[config.mk]
export PLATFORM = sky130hd
export DESIGN_NAME = pio_cycle_gen
export DESIGN_NICKNAME = d
export VERILOG_FILES = /design/src/rtl/pio_pkg.sv /design/src/rtl/pio_timing_regs.sv /design/src/rtl/pio_cycle_fsm.sv /design/src/rtl/pio_cycle_gen.sv
export SDC_FILE = /design/constraint.sdc
export NUM_CORES = 1
export LEC_CHECK = 0
export ABC_CLOCK_PERIOD_IN_PS = 10300
export BUFFER_PORTS_ARGS = -buffer_cell sky130_fd_sc_hd__buf_2
export CAP_MARGIN = 20
export CORE_MARGIN = 3
export CORE_UTILIZATION = 47
export CTS_BUF_LIST = sky130_fd_sc_hd__clkbuf_16
export CTS_CLUSTER_DIAMETER = 200
export DETAILED_ROUTE_END_ITERATION = 8
export GPL_ROUTABILITY_DRIVEN = 0
export GPL_TIMING_DRIVEN = 0
export PLACE_DENSITY = 0.66
export SLEW_MARGIN = 30
export SYNTH_ARGS = -nofsm -noshare
export SYNTH_HDL_FRONTEND = slang
export SYNTH_SLANG_ARGS = --single-unit
[constraint.sdc]
create_clock -name clk -period 10.3 [get_ports clk]
set_input_delay 1.03 -clock clk [delete_from_list [all_inputs] [get_ports clk]]
set_output_delay 1.03 -clock clk [all_outputs]
set_load 0.05 [all_outputs]
[src/rtl/pio_pkg.sv]
package pio_pkg;

    typedef enum logic [1:0] {
        PH_IDLE   = 2'd0,
        PH_SETUP  = 2'd1,
        PH_STROBE = 2'd2,
        PH_RECOV  = 2'd3
    } phase_e;

    typedef enum logic [1:0] {
        TSEL_SETUP = 2'd0,
        TSEL_PULSE = 2'd1,
        TSEL_CYCLE = 2'd2,
        TSEL_HOLD  = 2'd3
    } tsel_e;

    localparam int NUM_TREGS = 4;

    // registered device-side control pins
    typedef struct packed {
        logic cs0_n;
        logic cs1_n;
        logic dior_n;
        logic diow_n;
        logic oe;
        logic done;
    } pins_t;

    localparam pins_t PINS_IDLE = '{cs0_n: 1'b1, cs1_n: 1'b1, dior_n: 1'b1,
                                    diow_n: 1'b1, oe: 1'b0, done: 1'b0};

    // whole clocks needed to cover a time in ns
    function automatic int unsigned ns_to_clk(int unsigned ns, int unsigned period);
        return (ns + period - 1) / period;
    endfunction

endpackage

[src/rtl/pio_timing_regs.sv]
module pio_timing_regs
    import pio_pkg::*;
#(
    parameter int CNT_W        = 8,
    parameter int CLK_NS       = 8,
    parameter int DEF_SETUP_NS = 70,
    parameter int DEF_PULSE_NS = 290,
    parameter int DEF_CYCLE_NS = 600,
    parameter int HOLD_NS      = 15
) (
    input  logic             clk,
    input  logic             rst_n,
    input  logic             cfg_we,
    input  logic [1:0]       cfg_sel,
    input  logic [CNT_W-1:0] cfg_wdata,
    input  logic             fsm_busy,
    input  logic             req_start,
    output logic [CNT_W-1:0] setup_cyc,
    output logic [CNT_W-1:0] pulse_cyc,
    output logic [CNT_W-1:0] cycle_cyc,
    output logic [CNT_W-1:0] hold_cyc,
    output logic             cfg_err
);

    localparam logic [CNT_W-1:0] RST_SETUP = CNT_W'(ns_to_clk(DEF_SETUP_NS, CLK_NS));
    localparam logic [CNT_W-1:0] RST_PULSE = CNT_W'(ns_to_clk(DEF_PULSE_NS, CLK_NS));
    localparam logic [CNT_W-1:0] RST_CYCLE = CNT_W'(ns_to_clk(DEF_CYCLE_NS, CLK_NS));
    localparam logic [CNT_W-1:0] RST_HOLD  = CNT_W'(ns_to_clk(HOLD_NS, CLK_NS));

    typedef struct packed {
        logic [NUM_TREGS-1:0][CNT_W-1:0] t;
        logic                            err;
    } treg_st_t;

    treg_st_t st_d, st_q;
    logic     wr_ok;

    assign wr_ok = cfg_we && !fsm_busy && !req_start;

    always_comb begin
        st_d = st_q;
        for (int i = 0; i < NUM_TREGS; i++) begin
            if (wr_ok && (cfg_sel == 2'(i))) begin
                st_d.t[i] = cfg_wdata;
            end
        end
        if (cfg_we) begin
            st_d.err = !wr_ok;
        end
    end

    always_ff @(posedge clk) begin
        if (!rst_n) begin
            st_q.t   <= {RST_HOLD, RST_CYCLE, RST_PULSE, RST_SETUP};
            st_q.err <= 1'b0;
        end else begin
            st_q <= st_d;
        end
    end

    assign setup_cyc = st_q.t[TSEL_SETUP];
    assign pulse_cyc = st_q.t[TSEL_PULSE];
    assign cycle_cyc = st_q.t[TSEL_CYCLE];
    assign hold_cyc  = st_q.t[TSEL_HOLD];
    assign cfg_err   = st_q.err;

    // a write that lands during a cycle is flagged
    assert_busy_write_flagged_R9: assert property (@(posedge clk) disable iff (!rst_n)
        (cfg_we && fsm_busy) |=> cfg_err);

    // a write taken while idle leaves the flag clear and the registers stable afterwards
    assert_idle_write_clears_R9: assert property (@(posedge clk) disable iff (!rst_n)
        (cfg_we && !fsm_busy && !req_start) |=> !cfg_err);

    // timing registers never move while a cycle is running
    assert_regs_frozen_busy_R9: assert property (@(posedge clk) disable iff (!rst_n)
        (fsm_busy && $past(fsm_busy)) |-> ($stable(setup_cyc) && $stable(pulse_cyc)
                                           && $stable(cycle_cyc) && $stable(hold_cyc)));

endmodule

[src/rtl/pio_cycle_fsm.sv]
module pio_cycle_fsm
    import pio_pkg::*;
#(
    parameter int CNT_W        = 8,
    parameter int DATA_W       = 16,
    parameter int ADDR_W       = 5,
    parameter int CLK_NS       = 8,
    parameter int MIN_RECOV_NS = 25
) (
    input  logic              clk,
    input  logic              rst_n,
    input  logic              start,
    input  logic              wr,
    input  logic [ADDR_W-1:0] addr,
    input  logic [DATA_W-1:0] wdata,
    input  logic              byte_acc,
    input  logic [CNT_W-1:0]  setup_cyc,
    input  logic [CNT_W-1:0]  pulse_cyc,
    input  logic [CNT_W-1:0]  cycle_cyc,
    input  logic [CNT_W-1:0]  hold_cyc,
    input  logic              iordy,
    input  logic [DATA_W-1:0] data_i,
    output logic              busy,
    output logic              done,
    output logic [DATA_W-1:0] rdata,
    output logic              cs0_n,
    output logic              cs1_n,
    output logic [2:0]        dev_addr,
    output logic              dior_n,
    output logic              diow_n,
    output logic [DATA_W-1:0] data_o,
    output logic              data_oe
);

    localparam int CW2 = CNT_W + 2;
    localparam logic [CW2-1:0] MINR = CW2'(ns_to_clk(MIN_RECOV_NS, CLK_NS));
    localparam logic [DATA_W-1:0] LOW_MASK = DATA_W'(8'hFF);
    localparam int BLK_BIT = ADDR_W - 1;

    typedef struct packed {
        phase_e            ph;
        logic [CW2-1:0]    cnt;
        logic              wr;
        logic              blk;
        logic              bsel;
        logic [2:0]        a;
        logic [DATA_W-1:0] wd;
        logic [DATA_W-1:0] rd;
        pins_t             pins;
    } cyc_st_t;

    cyc_st_t st_d, st_q;

    logic [CW2-1:0] s_eff, p_eff, h_len, act_len, rlen, cyc_len;

    // effective phase lengths; zero setup or pulse counts as one clock
    assign s_eff   = (setup_cyc == '0) ? CW2'(1) : CW2'(setup_cyc);
    assign p_eff   = (pulse_cyc == '0) ? CW2'(1) : CW2'(pulse_cyc);
    assign h_len   = CW2'(hold_cyc);
    assign cyc_len = CW2'(cycle_cyc);
    assign act_len = s_eff + p_eff;
    // recovery stretched to the minimum when the cycle register is short
    assign rlen    = (cyc_len > act_len + MINR) ? (cyc_len - act_len) : MINR;

    function automatic pins_t pin_decode(phase_e ph, logic [CW2-1:0] c, logic w, logic b,
                                         logic [CW2-1:0] hold, logic [CW2-1:0] rl);
        pins_t p;
        logic  drive_cs;
        logic  early;
        early    = (ph == PH_SETUP) || (ph == PH_STROBE);
        drive_cs = early || ((ph == PH_RECOV) && (c < hold));
        p.cs0_n  = !(drive_cs && !b);
        p.cs1_n  = !(drive_cs && b);
        p.dior_n = !((ph == PH_STROBE) && !w);
        p.diow_n = !((ph == PH_STROBE) && w);
        p.oe     = w && (early || ((ph == PH_RECOV) && (c < hold + CW2'(1))));
        p.done   = (ph == PH_RECOV) && (c == rl - CW2'(1));
        return p;
    endfunction

    always_comb begin
        st_d = st_q;
        unique case (st_q.ph)
            PH_IDLE: begin
                if (start) begin
                    st_d.ph   = PH_SETUP;
                    st_d.cnt  = '0;
                    st_d.wr   = wr;
                    st_d.blk  = addr[BLK_BIT];
                    st_d.a    = addr[3:1];
                    st_d.bsel = byte_acc;
                    st_d.wd   = byte_acc ? (wdata & LOW_MASK) : wdata;
                end
            end
            PH_SETUP: begin
                if (st_q.cnt == s_eff - CW2'(1)) begin
                    st_d.ph  = PH_STROBE;
                    st_d.cnt = '0;
                end else begin
                    st_d.cnt = st_q.cnt + CW2'(1);
                end
            end
            PH_STROBE: begin
                if (st_q.cnt == p_eff - CW2'(1)) begin
                    // ready low holds the strobe and the count
                    if (iordy) begin
                        st_d.ph  = PH_RECOV;
                        st_d.cnt = '0;
                        if (!st_q.wr) begin
                            st_d.rd = st_q.bsel ? (data_i & LOW_MASK) : data_i;
                        end
                    end
                end else begin
                    st_d.cnt = st_q.cnt + CW2'(1);
                end
            end
            PH_RECOV: begin
                if (st_q.cnt == rlen - CW2'(1)) begin
                    st_d.ph  = PH_IDLE;
                    st_d.cnt = '0;
                end else begin
                    st_d.cnt = st_q.cnt + CW2'(1);
                end
            end
            default: st_d.ph = PH_IDLE;
        endcase
        st_d.pins = pin_decode(st_d.ph, st_d.cnt, st_d.wr, st_d.blk, h_len, rlen);
    end

    always_ff @(posedge clk) begin
        if (!rst_n) begin
            st_q      <= '0;
            st_q.pins <= PINS_IDLE;
        end else begin
            st_q <= st_d;
        end
    end

    assign busy     = (st_q.ph != PH_IDLE);
    assign done     = st_q.pins.done;
    assign rdata    = st_q.rd;
    assign cs0_n    = st_q.pins.cs0_n;
    assign cs1_n    = st_q.pins.cs1_n;
    assign dior_n   = st_q.pins.dior_n;
    assign diow_n   = st_q.pins.diow_n;
    assign data_oe  = st_q.pins.oe;
    assign dev_addr = st_q.a;
    assign data_o   = st_q.wd;

    // ---------------- assertions ----------------
    logic           strobe_any;
    logic [CW2-1:0] gap_q;

    assign strobe_any = !dior_n || !diow_n;

    always_ff @(posedge clk) begin
        if (!rst_n) begin
            gap_q <= '1;
        end else if (strobe_any) begin
            gap_q <= '0;
        end else if (gap_q != '1) begin
            gap_q <= gap_q + CW2'(1);
        end
    end

    assert_strobe_within_cs_R4: assert property (@(posedge clk) disable iff (!rst_n)
        strobe_any |-> (!cs0_n || !cs1_n));

    assert_single_block_R4: assert property (@(posedge clk) disable iff (!rst_n)
        $countones({!cs0_n, !cs1_n}) <= 1);

    assert_strobes_exclusive_R2: assert property (@(posedge clk) disable iff (!rst_n)
        !(!dior_n && !diow_n));

    assert_done_one_clock_R2: assert property (@(posedge clk) disable iff (!rst_n)
        done |=> !done);

    assert_done_only_busy_R2: assert property (@(posedge clk) disable iff (!rst_n)
        done |-> busy);

    assert_no_drive_on_read_R6: assert property (@(posedge clk) disable iff (!rst_n)
        data_oe |-> dior_n);

    assert_recovery_gap_R3: assert property (@(posedge clk) disable iff (!rst_n)
        (strobe_any && !$past(strobe_any)) |-> (gap_q >= MINR));

    assert_addr_held_R5: assert property (@(posedge clk) disable iff (!rst_n)
        (busy && $past(busy)) |-> $stable(dev_addr));

endmodule

[src/rtl/pio_cycle_gen.sv]
module pio_cycle_gen
    import pio_pkg::*;
#(
    parameter int CNT_W        = 8,
    parameter int DATA_W       = 16,
    parameter int ADDR_W       = 5,
    parameter int CLK_NS       = 8,
    parameter int MIN_RECOV_NS = 25,
    parameter int HOLD_NS      = 15,
    parameter int DEF_SETUP_NS = 70,
    parameter int DEF_PULSE_NS = 290,
    parameter int DEF_CYCLE_NS = 600
) (
    input  logic              clk,
    input  logic              rst_n,
    input  logic              req_start,
    input  logic              req_write,
    input  logic [ADDR_W-1:0] req_addr,
    input  logic [DATA_W-1:0] req_wdata,
    input  logic              req_byte,
    output logic              req_busy,
    output logic              req_done,
    output logic [DATA_W-1:0] req_rdata,
    input  logic              cfg_we,
    input  logic [1:0]        cfg_sel,
    input  logic [CNT_W-1:0]  cfg_wdata,
    output logic              cfg_err,
    output logic              ata_cs0_n,
    output logic              ata_cs1_n,
    output logic [2:0]        ata_addr,
    output logic              ata_dior_n,
    output logic              ata_diow_n,
    input  logic              ata_iordy,
    output logic [DATA_W-1:0] ata_data_o,
    output logic              ata_data_oe,
    input  logic [DATA_W-1:0] ata_data_i
);

    logic [CNT_W-1:0] setup_cyc, pulse_cyc, cycle_cyc, hold_cyc;
    logic             fsm_busy;

    pio_timing_regs #(
        .CNT_W       (CNT_W),
        .CLK_NS      (CLK_NS),
        .DEF_SETUP_NS(DEF_SETUP_NS),
        .DEF_PULSE_NS(DEF_PULSE_NS),
        .DEF_CYCLE_NS(DEF_CYCLE_NS),
        .HOLD_NS     (HOLD_NS)
    ) u_tregs (
        .clk      (clk),
        .rst_n    (rst_n),
        .cfg_we   (cfg_we),
        .cfg_sel  (cfg_sel),
        .cfg_wdata(cfg_wdata),
        .fsm_busy (fsm_busy),
        .req_start(req_start),
        .setup_cyc(setup_cyc),
        .pulse_cyc(pulse_cyc),
        .cycle_cyc(cycle_cyc),
        .hold_cyc (hold_cyc),
        .cfg_err  (cfg_err)
    );

    pio_cycle_fsm #(
        .CNT_W       (CNT_W),
        .DATA_W      (DATA_W),
        .ADDR_W      (ADDR_W),
        .CLK_NS      (CLK_NS),
        .MIN_RECOV_NS(MIN_RECOV_NS)
    ) u_fsm (
        .clk      (clk),
        .rst_n    (rst_n),
        .start    (req_start),
        .wr       (req_write),
        .addr     (req_addr),
        .wdata    (req_wdata),
        .byte_acc (req_byte),
        .setup_cyc(setup_cyc),
        .pulse_cyc(pulse_cyc),
        .cycle_cyc(cycle_cyc),
        .hold_cyc (hold_cyc),
        .iordy    (ata_iordy),
        .data_i   (ata_data_i),
        .busy     (fsm_busy),
        .done     (req_done),
        .rdata    (req_rdata),
        .cs0_n    (ata_cs0_n),
        .cs1_n    (ata_cs1_n),
        .dev_addr (ata_addr),
        .dior_n   (ata_dior_n),
        .diow_n   (ata_diow_n),
        .data_o   (ata_data_o),
        .data_oe  (ata_data_oe)
    );

    assign req_busy = fsm_busy;

endmodule

==> impl_results.html <==
<table>
<tr><th>Metric</th><th>Value</th></tr>
<tr><th colspan="2">Die</th></tr>
<tr><td>Chip Width</td><td>128.7 µm</td></tr>
<tr><td>I/O Pins</td><td>97</td></tr>
<tr><td>Vertical die dimension</td><td>128.7 µm</td></tr>
<tr><td>Core Area</td><td>14640 µm²</td></tr>
<tr><td>Die area</td><td>16570 µm²</td></tr>
<tr><td>Site Rows</td><td>44</td></tr>
<tr><td>Starting density of the core</td><td>0.4834</td></tr>
<tr><th colspan="2">Synth</th></tr>
<tr><td>Seq/Total Area, Yosys</td><td>0.2517</td></tr>
<tr><td>Number of enable-type register cells in the synthesized netlist</td><td>0</td></tr>
<tr><td>Post-synthesis share of cell area spent on full adders, half adders and majority gates</td><td>0.08643</td></tr>
<tr><td>Post-synthesis instance area</td><td>7079 µm²</td></tr>
<tr><td>Number of cells produced by synthesis</td><td>901</td></tr>
<tr><td>Dominant combinational cell family by area after synthesis</td><td>simple AND/OR/NAND/NOR gates</td></tr>
<tr><td>Synth Area per Inst</td><td>7.857 µm²</td></tr>
<tr><td>Distinct cell type count of the synthesized netlist</td><td>88</td></tr>
<tr><td>Simple logic cell fraction of the synthesized area</td><td>0.2625</td></tr>
<tr><td>Number of warnings issued by yosys</td><td>0</td></tr>
<tr><td>Most common flop cell mapped by yosys</td><td>sky130_fd_sc_hd__dfxtp_1</td></tr>
<tr><td>Post-synthesis xor/xnor area fraction</td><td>0.07494</td></tr>
<tr><td>Post-synthesis net count</td><td>1001</td></tr>
<tr><td>Fraction of synthesized area in multiplexers</td><td>0.04065</td></tr>
<tr><td>Register bit total from synthesis</td><td>89</td></tr>
<tr><td>Fraction of registers with async set/reset</td><td>0</td></tr>
<tr><td>Compound-gate portion of the synthesized area</td><td>0.1965</td></tr>
<tr><th colspan="2">Clocking</th></tr>
<tr><td>Max Root-Sink Buffers</td><td>2</td></tr>
<tr><td>Number of clock sinks seen by CTS</td><td>89</td></tr>
<tr><td>Cell chosen for the clock root</td><td>sky130_fd_sc_hd__clkbuf_16</td></tr>
<tr><td>CTS tree</td><td>done</td></tr>
<tr><td>CTS H-tree lvls</td><td>3</td></tr>
<tr><td>Clock transition time at the flip-flop clock pins of the worst setup and hold paths</td><td>60 ps</td></tr>
<tr><td>Post-CTS Setup Inserts</td><td>0</td></tr>
<tr><td>Number of clock buffers inserted by TritonCTS</td><td>9</td></tr>
<tr><td>Clock insertion delay at the later pin of the skew report</td><td>340 ps</td></tr>
<tr><th colspan="2">Power and ir drop</th></tr>
<tr><td>Switching share of power</td><td>0.3371</td></tr>
<tr><td>Static leakage</td><td>3.389 nW</td></tr>
<tr><td>Maximum vdd drop</td><td>0.00008215 V</td></tr>
<tr><td>Cell internal power dissipation</td><td>0.0006296 W</td></tr>
<tr><td>Power spent charging and discharging nets</td><td>0.0003201 W</td></tr>
<tr><td>Power density cells</td><td>117.1 nW/µm²</td></tr>
<tr><td>Portion of total power attributed to sequential cells</td><td>0.381</td></tr>
<tr><td>Part of the power in the clock network</td><td>0.327</td></tr>
<tr><td>Proportion of power drawn by combinational gates</td><td>0.292</td></tr>
<tr><th colspan="2">GRT</th></tr>
<tr><td>Total global routing track utilization</td><td>0.2310</td></tr>
<tr><td>Antenna violations before repair</td><td>0</td></tr>
<tr><td>First-pass GRT wire length</td><td>30750 µm</td></tr>
<tr><td>Overflow left after global routing</td><td>0</td></tr>
<tr><td>Number of global-route vias before repair</td><td>6037</td></tr>
<tr><td>Pin count of the biggest net entering global routing</td><td>17</td></tr>
<tr><th colspan="2">Timing</th></tr>
<tr><td>Number of failing hold endpoints at the final stage</td><td>0</td></tr>
<tr><td>Skew final</td><td>7.570 ps</td></tr>
<tr><td>Hold slack</td><td>459.1 ps</td></tr>
<tr><td>Final critical-path share of the clock period</td><td>0.9294</td></tr>
<tr><td>Slew Limit Fails</td><td>0</td></tr>
<tr><td>Setup repair after global routing missed its margin</td><td>false</td></tr>
<tr><td>Least setup slack across all paths after layout</td><td>727.5 ps</td></tr>
<tr><td>Slew headroom</td><td>0.4173</td></tr>
<tr><td>Highest achievable clock rate</td><td>104.5 MHz</td></tr>
<tr><td>Final Setup Violations</td><td>0</td></tr>
<tr><td>Setup_tns</td><td>0 ps</td></tr>
<tr><td>Worst slew pin tran</td><td>870.8 ps</td></tr>
<tr><td>Minimum period implied by the final worst setup slack</td><td>9572 ps</td></tr>
<tr><th colspan="2">Cells and area</th></tr>
<tr><td>Post-synthesis to final-layout area growth</td><td>14.56%</td></tr>
<tr><td>Antenna diode count</td><td>0</td></tr>
<tr><td>Final-layout fill cell count</td><td>1462</td></tr>
<tr><td>Proportion of layout cells with a drive suffix above 1</td><td>0.1871</td></tr>
<tr><td>Post-route cell area</td><td>8110 µm²</td></tr>
<tr><td>Fin nets</td><td>1105</td></tr>
<tr><th colspan="2">Setup path</th></tr>
<tr><td>Path depth of the worst reg2reg path</td><td>43</td></tr>
<tr><td>Critical path launch point</td><td>u_tregs.setup_cyc[1]</td></tr>
<tr><td>Crit path capture type</td><td>flip-flop</td></tr>
<tr><td>Largest fanout of any net on the critical path</td><td>9</td></tr>
<tr><td>Cell occurring most often along the worst timing path</td><td>sky130_fd_sc_hd__ha_1</td></tr>
<tr><td>Worst-path cell with the longest stage delay</td><td>sky130_fd_sc_hd__or4b_4</td></tr>
<tr><td>R2R Setup Slk</td><td>730 ps</td></tr>
<tr><td>Required time of the worst setup path</td><td>10560 ps</td></tr>
<tr><td>Crit path launch type</td><td>flip-flop</td></tr>
<tr><td>Worst setup path class</td><td>reg -&gt; reg</td></tr>
<tr><td>Crit Reg-Reg Endpoint</td><td>u_fsm.data_oe</td></tr>
<tr><td>Launch point of the worst reg-to-reg path</td><td>u_tregs.setup_cyc[1]</td></tr>
<tr><td>Stage delay of the slowest cell on the critical path</td><td>540 ps</td></tr>
<tr><td>Arrival time of the worst setup path</td><td>9840 ps</td></tr>
<tr><th colspan="2">Job</th></tr>
<tr><td>Max-cap violations</td><td>0</td></tr>
<tr><th colspan="2">Outcome</th></tr>
<tr><td>Run status</td><td>completed</td></tr>
<tr><th colspan="2">Routing</th></tr>
<tr><td>Routed wirelength normalized by instance count</td><td>16.00 µm</td></tr>
<tr><td>Total vias in the final route</td><td>6519</td></tr>
<tr><td>Via density per instance</td><td>5.460</td></tr>
<tr><td>Iter 0 DRT Violations</td><td>364</td></tr>
<tr><td>Number of remaining DRC errors</td><td>0</td></tr>
<tr><td>Antenna violation net count after detailed routing</td><td>0</td></tr>
<tr><td>Total length of routed wires</td><td>19100 µm</td></tr>
<tr><td>Number of detailed-route iterations in the first pass</td><td>5</td></tr>
<tr><th colspan="2">Min path</th></tr>
<tr><td>WHS Endpoint</td><td>u_fsm.rdata[11]</td></tr>
<tr><td>Path type of the worst min-delay path</td><td>reg -&gt; reg</td></tr>
<tr><td>Cell depth of the worst hold path</td><td>2</td></tr>
<tr><td>Worst hold start</td><td>u_fsm.rdata[11]</td></tr>
<tr><th colspan="2">Place</th></tr>
<tr><td>Placement-stage cell area</td><td>7790 µm²</td></tr>
<tr><td>Number of I/O port buffers</td><td>95</td></tr>
<tr><td>HPWL after detailed placement</td><td>15190 µm</td></tr>
<tr><td>Placement-stage worst setup slack</td><td>175.4 ps</td></tr>
</table>
-- sequential cells by signal, indices dropped and copies added, names as in the netlist --
register and count:
u_fsm.cs1_n 1, u_tregs.cfg_err 1, u_fsm.st_q 15, u_tregs.cycle_cyc 8
u_fsm.cs0_n 1, u_tregs.hold_cyc 8, u_fsm.data_oe 1, u_fsm.diow_n 1
u_fsm.data_o 16, u_fsm.done 1, u_tregs.setup_cyc 8, u_fsm.dev_addr 3
u_fsm.dior_n 1, u_fsm.rdata 16, u_tregs.pulse_cyc 8
-- Yosys cell counts, types with 8 or more instances --
cell	count	area (µm²)
sky130_fd_sc_hd__a31oi_1	10	62.56
sky130_fd_sc_hd__clkbuf_1	51	191.4
sky130_fd_sc_hd__xor2_1	12	105.1
sky130_fd_sc_hd__nand2_1	133	499.2
sky130_fd_sc_hd__dfxtp_1	89	1782
sky130_fd_sc_hd__and2_1	17	106.4
sky130_fd_sc_hd__o21ai_0	32	160.2
sky130_fd_sc_hd__buf_4	37	277.8
sky130_fd_sc_hd__mux2i_1	25	250.2
sky130_fd_sc_hd__nand3b_1	17	127.6
sky130_fd_sc_hd__nand3_1	26	130.1
sky130_fd_sc_hd__a21oi_1	32	160.2
sky130_fd_sc_hd__o211ai_1	8	60.06
sky130_fd_sc_hd__nand4_1	10	62.56
sky130_fd_sc_hd__xnor2_1	41	359.1
sky130_fd_sc_hd__nor2b_1	26	162.7
sky130_fd_sc_hd__inv_1	35	131.4
sky130_fd_sc_hd__nor2_1	48	180.2
sky130_fd_sc_hd__ha_1	44	550.5
sky130_fd_sc_hd__a21boi_0	46	345.3
sky130_fd_sc_hd__nor3_1	23	115.1
-- area by class of cell --
| type | instances | area [µm²] | share of cell area |
|---|---|---|---|
| Buffer | 89 | 475.5 | 0.05862 |
| Clock buffer | 9 | 225.2 | 0.02777 |
| Clock inverter | 7 | 52.55 | 0.006479 |
| Inverter | 36 | 135.1 | 0.01666 |
| Multi-Input combinational cell | 685 | 4733 | 0.5836 |
| Sequential cell | 89 | 1783 | 0.2198 |
| Tap cell | 184 | 230.2 | 0.02839 |
| Timing Repair Buffer | 95 | 475.5 | 0.05862 |
-- stage by stage --
step,power (W),std cells,utilization
after global placement,0.0006379,1180,0.5316
after floorplan,0.0005745,901,-
final,0.0009497,1194,0.5538
after CTS,0.0009515,1196,0.5509
after detailed placement,0.0006410,1180,0.5320
after global routing,0.001003,1194,0.5538
-- power by group through the flow --
stage                     Sequential (W)  Combinational (W)  Clock [W]
after CTS                       0.000361           0.000273   0.000317
after floorplan                 0.000371           0.000203          0
after detailed placement        0.000369           0.000272          0
after global placement          0.000369           0.000269          0
final                           0.000362           0.000277   0.000310
after global routing            0.000363           0.000305   0.000334
-- critical path, delay by kind of cell, from the launching register on --
kind                     cells  cell delay [ps]
AND/OR/NAND/NOR             17             3670
AO/OA/AOI/OAI               12             2420
adder cells (fa/ha/maj)      5             1490
XOR/XNOR                     4              760
buffers and inverters        5              680
flip-flops                   1              480
-- layout by cell type, fill, tap and decap left out, types with 4 or more instances in the layout --
| cell | netlist | layout |
|---|---|---|
| sky130_fd_sc_hd__buf_2 | 2 | 97 |
| sky130_fd_sc_hd__xnor2_1 | 41 | 40 |
| sky130_fd_sc_hd__a21oi_2 | 2 | 4 |
| sky130_fd_sc_hd__a211oi_1 | 5 | 5 |
| sky130_fd_sc_hd__buf_4 | 37 | 37 |
| sky130_fd_sc_hd__o211ai_1 | 8 | 8 |
| sky130_fd_sc_hd__o31ai_1 | 6 | 6 |
| sky130_fd_sc_hd__nand4_1 | 10 | 10 |
| sky130_fd_sc_hd__and2_1 | 17 | 17 |
| sky130_fd_sc_hd__nor3b_1 | 5 | 5 |
| sky130_fd_sc_hd__nor2_1 | 48 | 48 |
| sky130_fd_sc_hd__clkbuf_1 | 51 | 49 |
| sky130_fd_sc_hd__a21o_1 | 7 | 7 |
| sky130_fd_sc_hd__nor2b_1 | 26 | 26 |
| sky130_fd_sc_hd__clkbuf_16 | 0 | 9 |
| sky130_fd_sc_hd__dfxtp_1 | 89 | 88 |
| sky130_fd_sc_hd__o21a_1 | 5 | 5 |
| sky130_fd_sc_hd__or3_1 | 6 | 6 |
| sky130_fd_sc_hd__a21oi_1 | 32 | 30 |
| sky130_fd_sc_hd__xor2_1 | 12 | 11 |
| sky130_fd_sc_hd__nand3_1 | 26 | 26 |
| sky130_fd_sc_hd__nand2b_1 | 7 | 7 |
| sky130_fd_sc_hd__a21boi_0 | 46 | 46 |
| sky130_fd_sc_hd__a31oi_1 | 10 | 10 |
| sky130_fd_sc_hd__mux2i_1 | 25 | 25 |
| sky130_fd_sc_hd__ha_1 | 44 | 44 |
| sky130_fd_sc_hd__nor4_1 | 5 | 4 |
| sky130_fd_sc_hd__inv_1 | 35 | 36 |
| sky130_fd_sc_hd__and3_1 | 7 | 7 |
| sky130_fd_sc_hd__o2111a_1 | 4 | 4 |
| sky130_fd_sc_hd__o21ai_0 | 32 | 32 |
| sky130_fd_sc_hd__a22oi_1 | 5 | 5 |
| sky130_fd_sc_hd__nor3_1 | 23 | 22 |
| sky130_fd_sc_hd__nand3b_1 | 17 | 17 |
| sky130_fd_sc_hd__nand2_1 | 133 | 132 |
-- routing by layer --
| metal | vias to the layer above | part of all wire | track usage |
|---|---|---|---|
| met2 | 198 | 0.44 | 0.3607 |
| met3 | 26 | 0.069 | 0.04525 |
| li1 | 3332 | - | - |
| met1 | 2963 | 0.47 | 0.3230 |
| met4 | 0 | 0.020 | 0.07041 |
| met5 | - | 0 | 0 |
-- how the worst max path moves through the flow --
stage,to,slack (ps),depth (start not counted)
6_report,u_fsm.data_oe,730,43
3_5_place_dp,u_fsm.data_oe,180,43
3_3_place_gp,u_fsm.data_oe,220,43
4_1_cts,u_fsm.data_oe,160,43
2_1_floorplan,u_fsm.data_oe,1720,43
5_1_grt,u_fsm.data_oe,40,44
-- logic make-up (layout without fill, tap and decap cells) --
kind of cell | count (synthesis) | after routing
compound gates | 193 | 193
buf+inv | 127 | 236
simple gates | 360 | 360
mux | 28 | 28
flops | 89 | 89
fa+ha+maj | 48 | 48
xor+xnor | 56 | 56
-- timing repair --
item                                    CTS  global route
hold buffers                              0             0
resized for setup                         0             9
endpoints found under the setup margin    0             4
Note: power is estimated with default switching activity, not from simulation.
